## config.mk

```make
export PLATFORM = sky130hd
export DESIGN_NAME = rimm_encoder
export DESIGN_NICKNAME = d
export VERILOG_FILES = /design/src/rtl/rimm_pkg.sv /design/src/rtl/rimm_rot_search.sv /design/src/rtl/rimm_control.sv /design/src/rtl/rimm_datapath.sv /design/src/rtl/rimm_encoder.sv
export SDC_FILE = /design/constraint.sdc
export NUM_CORES = 1
export LEC_CHECK = 0
export BUFFER_PORTS_ARGS = -buffer_cell sky130_fd_sc_hd__buf_2
export CAP_MARGIN = 20
export CORE_MARGIN = 5
export CORE_UTILIZATION = 60
export DETAILED_ROUTE_END_ITERATION = 10
export PLACE_DENSITY = 0.82
export RECOVER_POWER = 100
export SKIP_LAST_GASP = 1
export SYNTH_ARGS = -nofsm -noshare
export SYNTH_HDL_FRONTEND = slang
export SYNTH_SLANG_ARGS = --single-unit
```

## constraint.sdc

```tcl
create_clock -name clk -period 1.4 [get_ports clk]
set_input_delay 0.42 -clock clk [delete_from_list [all_inputs] [get_ports clk]]
set_output_delay 0.42 -clock clk [all_outputs]
set_load 0.01 [all_outputs]
```

## src/rtl/rimm_pkg.sv

```systemverilog
package rimm_pkg;

  localparam int OP_W       = 4;
  localparam int PAIR_CODES = 10;

  localparam logic [OP_W-1:0] OP_ADD = 4'd0;
  localparam logic [OP_W-1:0] OP_SUB = 4'd1;
  localparam logic [OP_W-1:0] OP_CMP = 4'd8;
  localparam logic [OP_W-1:0] OP_CMN = 4'd9;

  // strobes from control to datapath
  typedef struct packed {
    logic pickAlt;  // use transformed constant and partner opcode
    logic accept;   // some encoding exists
  } ctrlStrobe_t;

endpackage

```

## src/rtl/rimm_rot_search.sv

```systemverilog
module rimm_rot_search #(
  parameter int DATA_W = 32,
  parameter int IMM_W  = 8,
  parameter int ROT_W  = 4
) (
  input  logic [DATA_W-1:0] value,
  output logic              hit,
  output logic [IMM_W-1:0]  imm,
  output logic [ROT_W-1:0]  rot
);
  localparam int ROT_COUNT = DATA_W / 2;

  logic [2*DATA_W-1:0] doubled;
  logic [DATA_W-1:0]   rolled [ROT_COUNT];
  logic [ROT_COUNT-1:0] fits;

  assign doubled = {value, value};

  // rolled[r] is value rotated left by 2r; fits when only low IMM_W bits remain
  for (genvar r = 0; r < ROT_COUNT; r++) begin : g_rot
    assign rolled[r] = doubled[2*DATA_W-1-2*r -: DATA_W];
    assign fits[r]   = (rolled[r][DATA_W-1:IMM_W] == '0);
  end

  // lowest matching rotation wins: scan from high to low, last write sticks
  always_comb begin
    hit = 1'b0;
    imm = '0;
    rot = '0;
    for (int r = ROT_COUNT - 1; r >= 0; r--) begin
      if (fits[r]) begin
        hit = 1'b1;
        imm = rolled[r][IMM_W-1:0];
        rot = ROT_W'(r);
      end
    end
  end

endmodule

```

## src/rtl/rimm_control.sv

```systemverilog
module rimm_control
  import rimm_pkg::*;
(
  input  logic [OP_W-1:0] opIn,
  input  logic            directHit,
  input  logic            altHit,
  output logic            negate,
  output ctrlStrobe_t     strobe,
  output logic [OP_W-1:0] finalOp
);
  logic hasPartner;

  assign hasPartner = (opIn < OP_W'(PAIR_CODES));
  assign negate     = (opIn == OP_ADD) || (opIn == OP_SUB) ||
                      (opIn == OP_CMP) || (opIn == OP_CMN);

  always_comb begin
    strobe.pickAlt = !directHit && hasPartner && altHit;
    strobe.accept  = directHit || strobe.pickAlt;
    finalOp        = strobe.pickAlt ? {opIn[OP_W-1:1], ~opIn[0]} : opIn;
  end

endmodule

```

## src/rtl/rimm_datapath.sv

```systemverilog
module rimm_datapath
  import rimm_pkg::*;
#(
  parameter int DATA_W = 32,
  parameter int IMM_W  = 8,
  parameter int ROT_W  = 4
) (
  input  logic              clk,
  input  logic              rstN,
  input  logic [DATA_W-1:0] constIn,
  input  logic              negate,
  input  ctrlStrobe_t       strobe,
  input  logic [OP_W-1:0]   finalOp,
  output logic              directHit,
  output logic              altHit,
  output logic              valid,
  output logic [IMM_W-1:0]  imm8,
  output logic [ROT_W-1:0]  rot4,
  output logic [OP_W-1:0]   opOut,
  output logic              substituted
);
  localparam int CAND = 2;  // 0: direct, 1: transformed

  logic [DATA_W-1:0] cand    [CAND];
  logic              candHit [CAND];
  logic [IMM_W-1:0]  candImm [CAND];
  logic [ROT_W-1:0]  candRot [CAND];

  assign cand[0] = constIn;
  assign cand[1] = negate ? (~constIn + DATA_W'(1)) : ~constIn;

  for (genvar c = 0; c < CAND; c++) begin : g_cand
    rimm_rot_search #(.DATA_W(DATA_W), .IMM_W(IMM_W), .ROT_W(ROT_W)) u_search (
      .value (cand[c]),
      .hit   (candHit[c]),
      .imm   (candImm[c]),
      .rot   (candRot[c])
    );
  end

  assign directHit = candHit[0];
  assign altHit    = candHit[1];

  always_ff @(posedge clk or negedge rstN) begin
    if (!rstN) begin
      valid       <= 1'b0;
      substituted <= 1'b0;
      imm8        <= '0;
      rot4        <= '0;
      opOut       <= '0;
    end else begin
      valid       <= strobe.accept;
      substituted <= strobe.pickAlt;
      imm8        <= !strobe.accept ? '0 : (strobe.pickAlt ? candImm[1] : candImm[0]);
      rot4        <= !strobe.accept ? '0 : (strobe.pickAlt ? candRot[1] : candRot[0]);
      opOut       <= strobe.accept ? finalOp : '0;
    end
  end

  // invalid result carries no stale fields
  p_zero_when_invalid_r7: assert property (@(posedge clk) disable iff (!rstN)
    !valid |-> (imm8 == '0 && rot4 == '0 && opOut == '0 && !substituted));

  // substitution only accompanies a valid result
  p_sub_implies_valid_r6: assert property (@(posedge clk) disable iff (!rstN)
    substituted |-> valid);

endmodule

```

## src/rtl/rimm_encoder.sv

```systemverilog
module rimm_encoder
  import rimm_pkg::*;
#(
  parameter int DATA_W = 32,
  parameter int IMM_W  = 8,
  parameter int ROT_W  = 4
) (
  input  logic              clk,
  input  logic              rstN,
  input  logic [DATA_W-1:0] constIn,
  input  logic [3:0]        opIn,
  output logic              valid,
  output logic [IMM_W-1:0]  imm8,
  output logic [ROT_W-1:0]  rot4,
  output logic [3:0]        opOut,
  output logic              substituted
);
  logic            negate;
  logic            directHit;
  logic            altHit;
  ctrlStrobe_t     strobe;
  logic [OP_W-1:0] finalOp;

  rimm_control u_control (
    .opIn      (opIn),
    .directHit (directHit),
    .altHit    (altHit),
    .negate    (negate),
    .strobe    (strobe),
    .finalOp   (finalOp)
  );

  rimm_datapath #(.DATA_W(DATA_W), .IMM_W(IMM_W), .ROT_W(ROT_W)) u_datapath (
    .clk         (clk),
    .rstN        (rstN),
    .constIn     (constIn),
    .negate      (negate),
    .strobe      (strobe),
    .finalOp     (finalOp),
    .directHit   (directHit),
    .altHit      (altHit),
    .valid       (valid),
    .imm8        (imm8),
    .rot4        (rot4),
    .opOut       (opOut),
    .substituted (substituted)
  );

  // expand an encoding back into the full-width constant
  function automatic logic [DATA_W-1:0] expandImm(input logic [IMM_W-1:0] v,
                                                   input logic [ROT_W-1:0] r);
    logic [2*DATA_W-1:0] d;
    int sh;
    d  = {2{DATA_W'(v)}};
    sh = 2 * int'(r);
    return d[sh +: DATA_W];
  endfunction

  // a direct result decodes to the sampled constant with its own opcode
  p_direct_decode_r1: assert property (@(posedge clk) disable iff (!rstN)
    (valid && !substituted) |->
      (expandImm(imm8, rot4) == $past(constIn) && opOut == $past(opIn)));

  // a substituted result decodes to the inverse or the negation
  p_alt_decode_r5: assert property (@(posedge clk) disable iff (!rstN)
    substituted |-> (expandImm(imm8, rot4) == ~$past(constIn) ||
                     expandImm(imm8, rot4) == (~$past(constIn) + DATA_W'(1))));

  // substitution reports the pair partner
  p_partner_op_r4: assert property (@(posedge clk) disable iff (!rstN)
    substituted |-> (opOut == ($past(opIn) ^ 4'd1)));

  // codes without a partner are never substituted
  p_no_partner_r8: assert property (@(posedge clk) disable iff (!rstN)
    ($past(opIn) >= 4'd10) |-> !substituted);

endmodule

```

==> results of run 1 <==
-- Yosys cell counts, types with 5 or more instances --
cell	number
nor2_1	89
or2_2	10
o31ai_1	10
or3_1	12
xnor2_1	17
o32ai_1	6
or4_4	6
o31a_1	7
a211oi_1	15
or4_1	29
nor4_4	7
a21oi_1	58
nor3_1	51
o21ai_0	52
xor2_1	7
a311oi_1	6
o221ai_1	7
buf_2	14
a211o_1	5
a31oi_1	22
inv_1	14
and3_1	18
nand2_1	76
clkbuf_1	44
and4_1	5
nand4_1	16
o22a_1	5
nand3_1	47
dfrtp_1	18
o21ai_1	7
o2111ai_1	8
a2111oi_0	5
o21bai_1	5
nor4_1	26
and2_1	9
o22ai_1	11
o211ai_1	18
buf_1	5
a221oi_1	13
-- logic make-up after synthesis --
logic type | share of synthesized area
and+or+nand+nor | 0.4100
DFF | 0.07691
xor gates and xnor gates | 0.04059
adders and majority gates | 0.002136
muxes | 0.01260
AOI/OAI and AO/OA | 0.3946
buffers and inverters | 0.06324
-- metrics by stage --
| step | TNS (ps) | util |
|---|---|---|
| detailed placement | -53280 | 0.9463 |
| global placement | -47560 | 0.9463 |
| floorplan | -42700 | - |
==> key figures, run 1 <==
Floorplanning
  • I/O pins: 56
  • Starting Density: 0.6076
  • Chip Width: ~110 um
  • Row count: 36
  • Die H: about 110 um

Clocking
  • Sink Count: 18
  • Depth of the CTS H-tree: 1
  • CTS max path bufs: 2
  • Post-CTS Hold Buffers: 0
  • Clk root buf: clkbuf_8
  • Inserted Clock Buffers: 3
  • Post-CTS Resized: between 100 and 150
  • Post-CTS Setup Inserts: 37

Yosys
  • Synth Cell Area: 5857 um^2
  • Seq/Total Area, Yosys: 0.07691
  • Synth Net Count: approximately 900
  • Synth top area share: 0.07691
  • Synth async-reset ratio: 1.000
  • Synth area leaders: dfrtp_1, nor2_1, a21oi_1
  • EDFF count, synth: 0
  • Commonest register cell after synthesis: dfrtp_1
  • Synth cell types: 93
  • Synth Instances: 883
  • Yosys warns: 0
  • Yosys reg bits: 18
  • Syn avg cell area: 6.633 um^2
  • Synth area leader: dfrtp_1

Place
  • Final Wtd Congestion: around 1.2
  • Pre-CTS WS: -3203 ps
  • Port Buffer Count: 55
  • Post-DP HPWL: 32,520 um
  • Post-Place Cells: 1,403
  • DP Area: around 9100 um^2

Outcome
  • Status: did not finish
  • Fail Step: 4_1_cts
  • Err: [ERROR DPL-0038] Utilization greater than 100%, impossible to legalize
==> inputs of run 2 (changes only) <==
Settings changed: CORE_UTILIZATION 60 to 40, PLACE_DENSITY 0.82 to unset, PLACE_DENSITY_LB_ADDON set to 0.15.
==> key figures, run 2 <==
Yosys
  • Seq/Total Area, Yosys: 0.07691 (unchanged)
  • Yosys reg bits: 18 (unchanged)
  • Synth async-reset ratio: 1.000 (unchanged)
  • Synth Instances: 883 (unchanged)
  • Yosys warns: 0 (unchanged)
  • Synth area leader: dfrtp_1 (unchanged)
  • Commonest register cell after synthesis: dfrtp_1 (unchanged)
  • Syn avg cell area: 6.633 um^2 (unchanged)
  • Synth top area share: 0.07691 (unchanged)
  • Synth cell types: 93 (unchanged)
  • Most frequent cells after synthesis: nor2_1, nand2_1, a21oi_1 (unchanged)
  • Synth Net Count: 922 (unchanged)
  • Most common cell in the netlist: nor2_1 (unchanged)
  • EDFF count, synth: 0 (unchanged)
  • Synth Cell Area: 5857 um^2 (unchanged)
  • Synth area leaders: dfrtp_1, nor2_1, a21oi_1 (unchanged)

Floorplanning
  • Core area: around 14,000 um^2
  • I/O pins: 56 (unchanged)
  • Chip Width: 131.0 um (was 108.8 um)
  • Starting Density: 0.4061 (was 0.6076)
  • Die H: 131.0 um (was 108.8 um)
  • Die area: 17,160 um^2
  • Row count: 44 (was 36)

Clocking
  • TritonCTS clock tree: yes
  • Clk root buf: clkbuf_16 (was clkbuf_8)
  • Sink Count: 18 (unchanged)
  • Depth of the CTS H-tree: 1 (unchanged)
  • Clock Pin Slew Worst Setup and Hold Paths: 50 ps
  • CTS max path bufs: 2 (unchanged)
  • Inserted Clock Buffers: 3 (unchanged)
  • Post-CTS Hold Buffers: 0 (unchanged)

Worst setup path
  • Worst EP required: ~1500 ps
  • Critical Path Fanout Max: 5
  • Crit path capture type: flop
  • Crit path launch: constIn[7]
  • CP startpoint kind: input port
  • CP max stage delay: ~640 ps
  • Arrival time at the worst endpoint: 4120 ps
  • Crit-path cells: buf_6, or4_4, or4_4, buf_6, nor4_4, o22a_1, o21ai_2, or4b_4, nor3_1, buf_4, o21ba_1, o311ai_2, o211ai_1
  • Slowest cell on crit path: or4_4
  • Crit path kind: in -> reg

Global route
  • Pin count of the biggest net entering global routing: 19
  • Vias in the first global route: approximately 9,000
  • First-pass GRT wire length: 50,940 um
  • Grt ovf: 0
  • Gr usage total: 0.3867
  • Initial antenna violation count: 0

Route
  • Drt first pass iters: 5
  • Vias per Instance: between 6 and 7
  • Detail Route met2 WL: around 15,000 um
  • DRC: 0
  • Wire per inst: 22.73 um
  • Met3 wire len: approximately 4000 um
  • Antenna viol nets, final: 0
  • Metal-1 WL: 14,110 um
  • DR vias: approximately 10,000
  • Initial drt markers: around 1,300
  • DRT Wirelength: around 35,000 um
  • Top layer in use: met4

Place
  • Port Buffer Count: 55 (unchanged)
  • Post-DP HPWL: 27,590 um (was 32,520 um)
  • Pre-CTS WS: -3061 ps (was -3203 ps)
  • Final Wtd Congestion: 1.113 (was 1.224)
  • DP Area: 9458 um^2 (was 9121 um^2)

Power and ir drop
  • Pint: 0.001565 W
  • Pleak: 4.455 nW
  • Net switching power: 0.001009 W
  • Clk network pwr share: 0.245
  • Power per cell area: between 200 and 250 nW/um^2
  • Net Sw Frac: 0.3921
  • Sequential power share: 0.202
  • Peak VDD IR: 0.3959 mV
  • Combinational power share: 0.553

Finish
  • Most frequent cells in the layout: buf_4, nor2_1, nand2_1, a21oi_1, o21ai_0
  • Commonest non-fill, non-tap cell in the layout: buf_4
  • Area delta synth->final: 81.31%
  • Fill cell count: around 1,200
  • Finished Cell Area: approximately 11,000 um^2
  • Largest register FFs: 8
  • Layout cell share with drive strength beyond 1: 0.5078
  • Largest registers: u_datapath.imm8: 8 flops, u_datapath.opOut: 4 flops, u_datapath.rot4: 4 flops
  • Top reg by flops: u_datapath.imm8
  • Fin nets: around 1,400

Timing
  • Crit share post-route: 2.866
  • Crit path time final: roughly 4000 ps
  • Fmax: ~0.25 GHz
  • Slew headroom: 0.3917
  • Setup slack after layout: -2613 ps
  • Final Hold Fails: 0
  • Slew Limit Fails: 0
  • RSZ-0062 raised after global routing: true
  • Worst-Margin Slew: just over 900 ps
  • TNS Setup: -43,690 ps
  • Final setup fails: 18

Worst hold path
  • Worst Hold Class: in -> async

Outcome
  • Status: finished, violations left (was did not finish)
  • Failing checks: negative setup slack

Flow run
  • MaxCap Viol Count: 0
run 2: cell counts after synthesis:
Identical to the previous run, type by type.
run 2: worst max-delay path, delay by kind of cell:
family                 cells  cell delay (ps)
and+or+nand+nor            5             2300
AOI/OAI and AO/OA          5              980
buffers and inverters      3              410
run 2: cell type report:
type,instances,area (um^2),share of cell area
antenna,2,5.005,0.0004713
clock buffer,4,88.84,0.008366
inverter,16,65.06,0.006127
multi-input combinational,782,5851,0.5510
sequential,18,450.4,0.04242
tap,184,230.2,0.02168
timing repair buffer,527,3929,0.3700
run 2: layer usage:
metal  vias to the layer above  global-route usage
met5                         -                   0
met4                         0              0.1113
met3                       125             0.07561
met2                       699              0.6150
li1                       4458                   -
met1                      4613              0.5300
run 2: worst max-delay path by stage:
| stage | endpoint | slack, ps | cells after the start |
|---|---|---|---|
| after global placement | u_datapath.imm8[3] | -3030 | 12 |
| after floorplan | u_datapath.imm8[4] | -2480 | 13 |
| after detailed placement | u_datapath.imm8[3] | -3060 | 14 |
| after global routing | u_datapath.imm8[5] | -2710 | 15 |
| final | u_datapath.imm8[3] | -2610 | 13 |
| after CTS | u_datapath.imm8[3] | -2480 | 14 |
run 2: power groups by stage:
stage	combinational (W)	sequential [W]	clock (W)
after global routing	0.00147	0.000521	0.000648
after detailed placement	0.00124	0.000530	0
after floorplan	0.000528	0.000530	0
final	0.00142	0.000521	0.000630
after CTS	0.00132	0.000521	0.000636
after global placement	0.00123	0.000530	0
run 2: what timing repair did:
action / CTS / global route
endpoints found under the setup margin: 18 / 18
pin swaps: 43 / 35
buffers inserted: 24 / 17
cloned: 2 / 0
endpoints found under the hold margin: 0 / 0
resized for setup: 93 / 73
run 2: through the flow:
step           hold WS [ps]  cells    util  total power (W)
2_1_floorplan         124.4    883       -         0.001058
3_3_place_gp          358.3   1487  0.6557         0.001762
3_5_place_dp          361.5   1487  0.6557         0.001774
4_1_cts               94.31   1516  0.7058         0.002474
5_1_grt               350.5   1531  0.7359         0.002643
6_report              277.4   1533  0.7362         0.002574
run 2: kinds of logic after synthesis:
family          count (synthesis)  share of synthesized area
compound gates                319                     0.3946
mux                             7                    0.01260
simple gates                  428                     0.4100
buf+inv                        85                    0.06324
flops                          18                    0.07691
xor+xnor                       25                    0.04059
fa+ha+maj                       1                   0.002136
No activity file was read; power rests on OpenSTA's default activity.
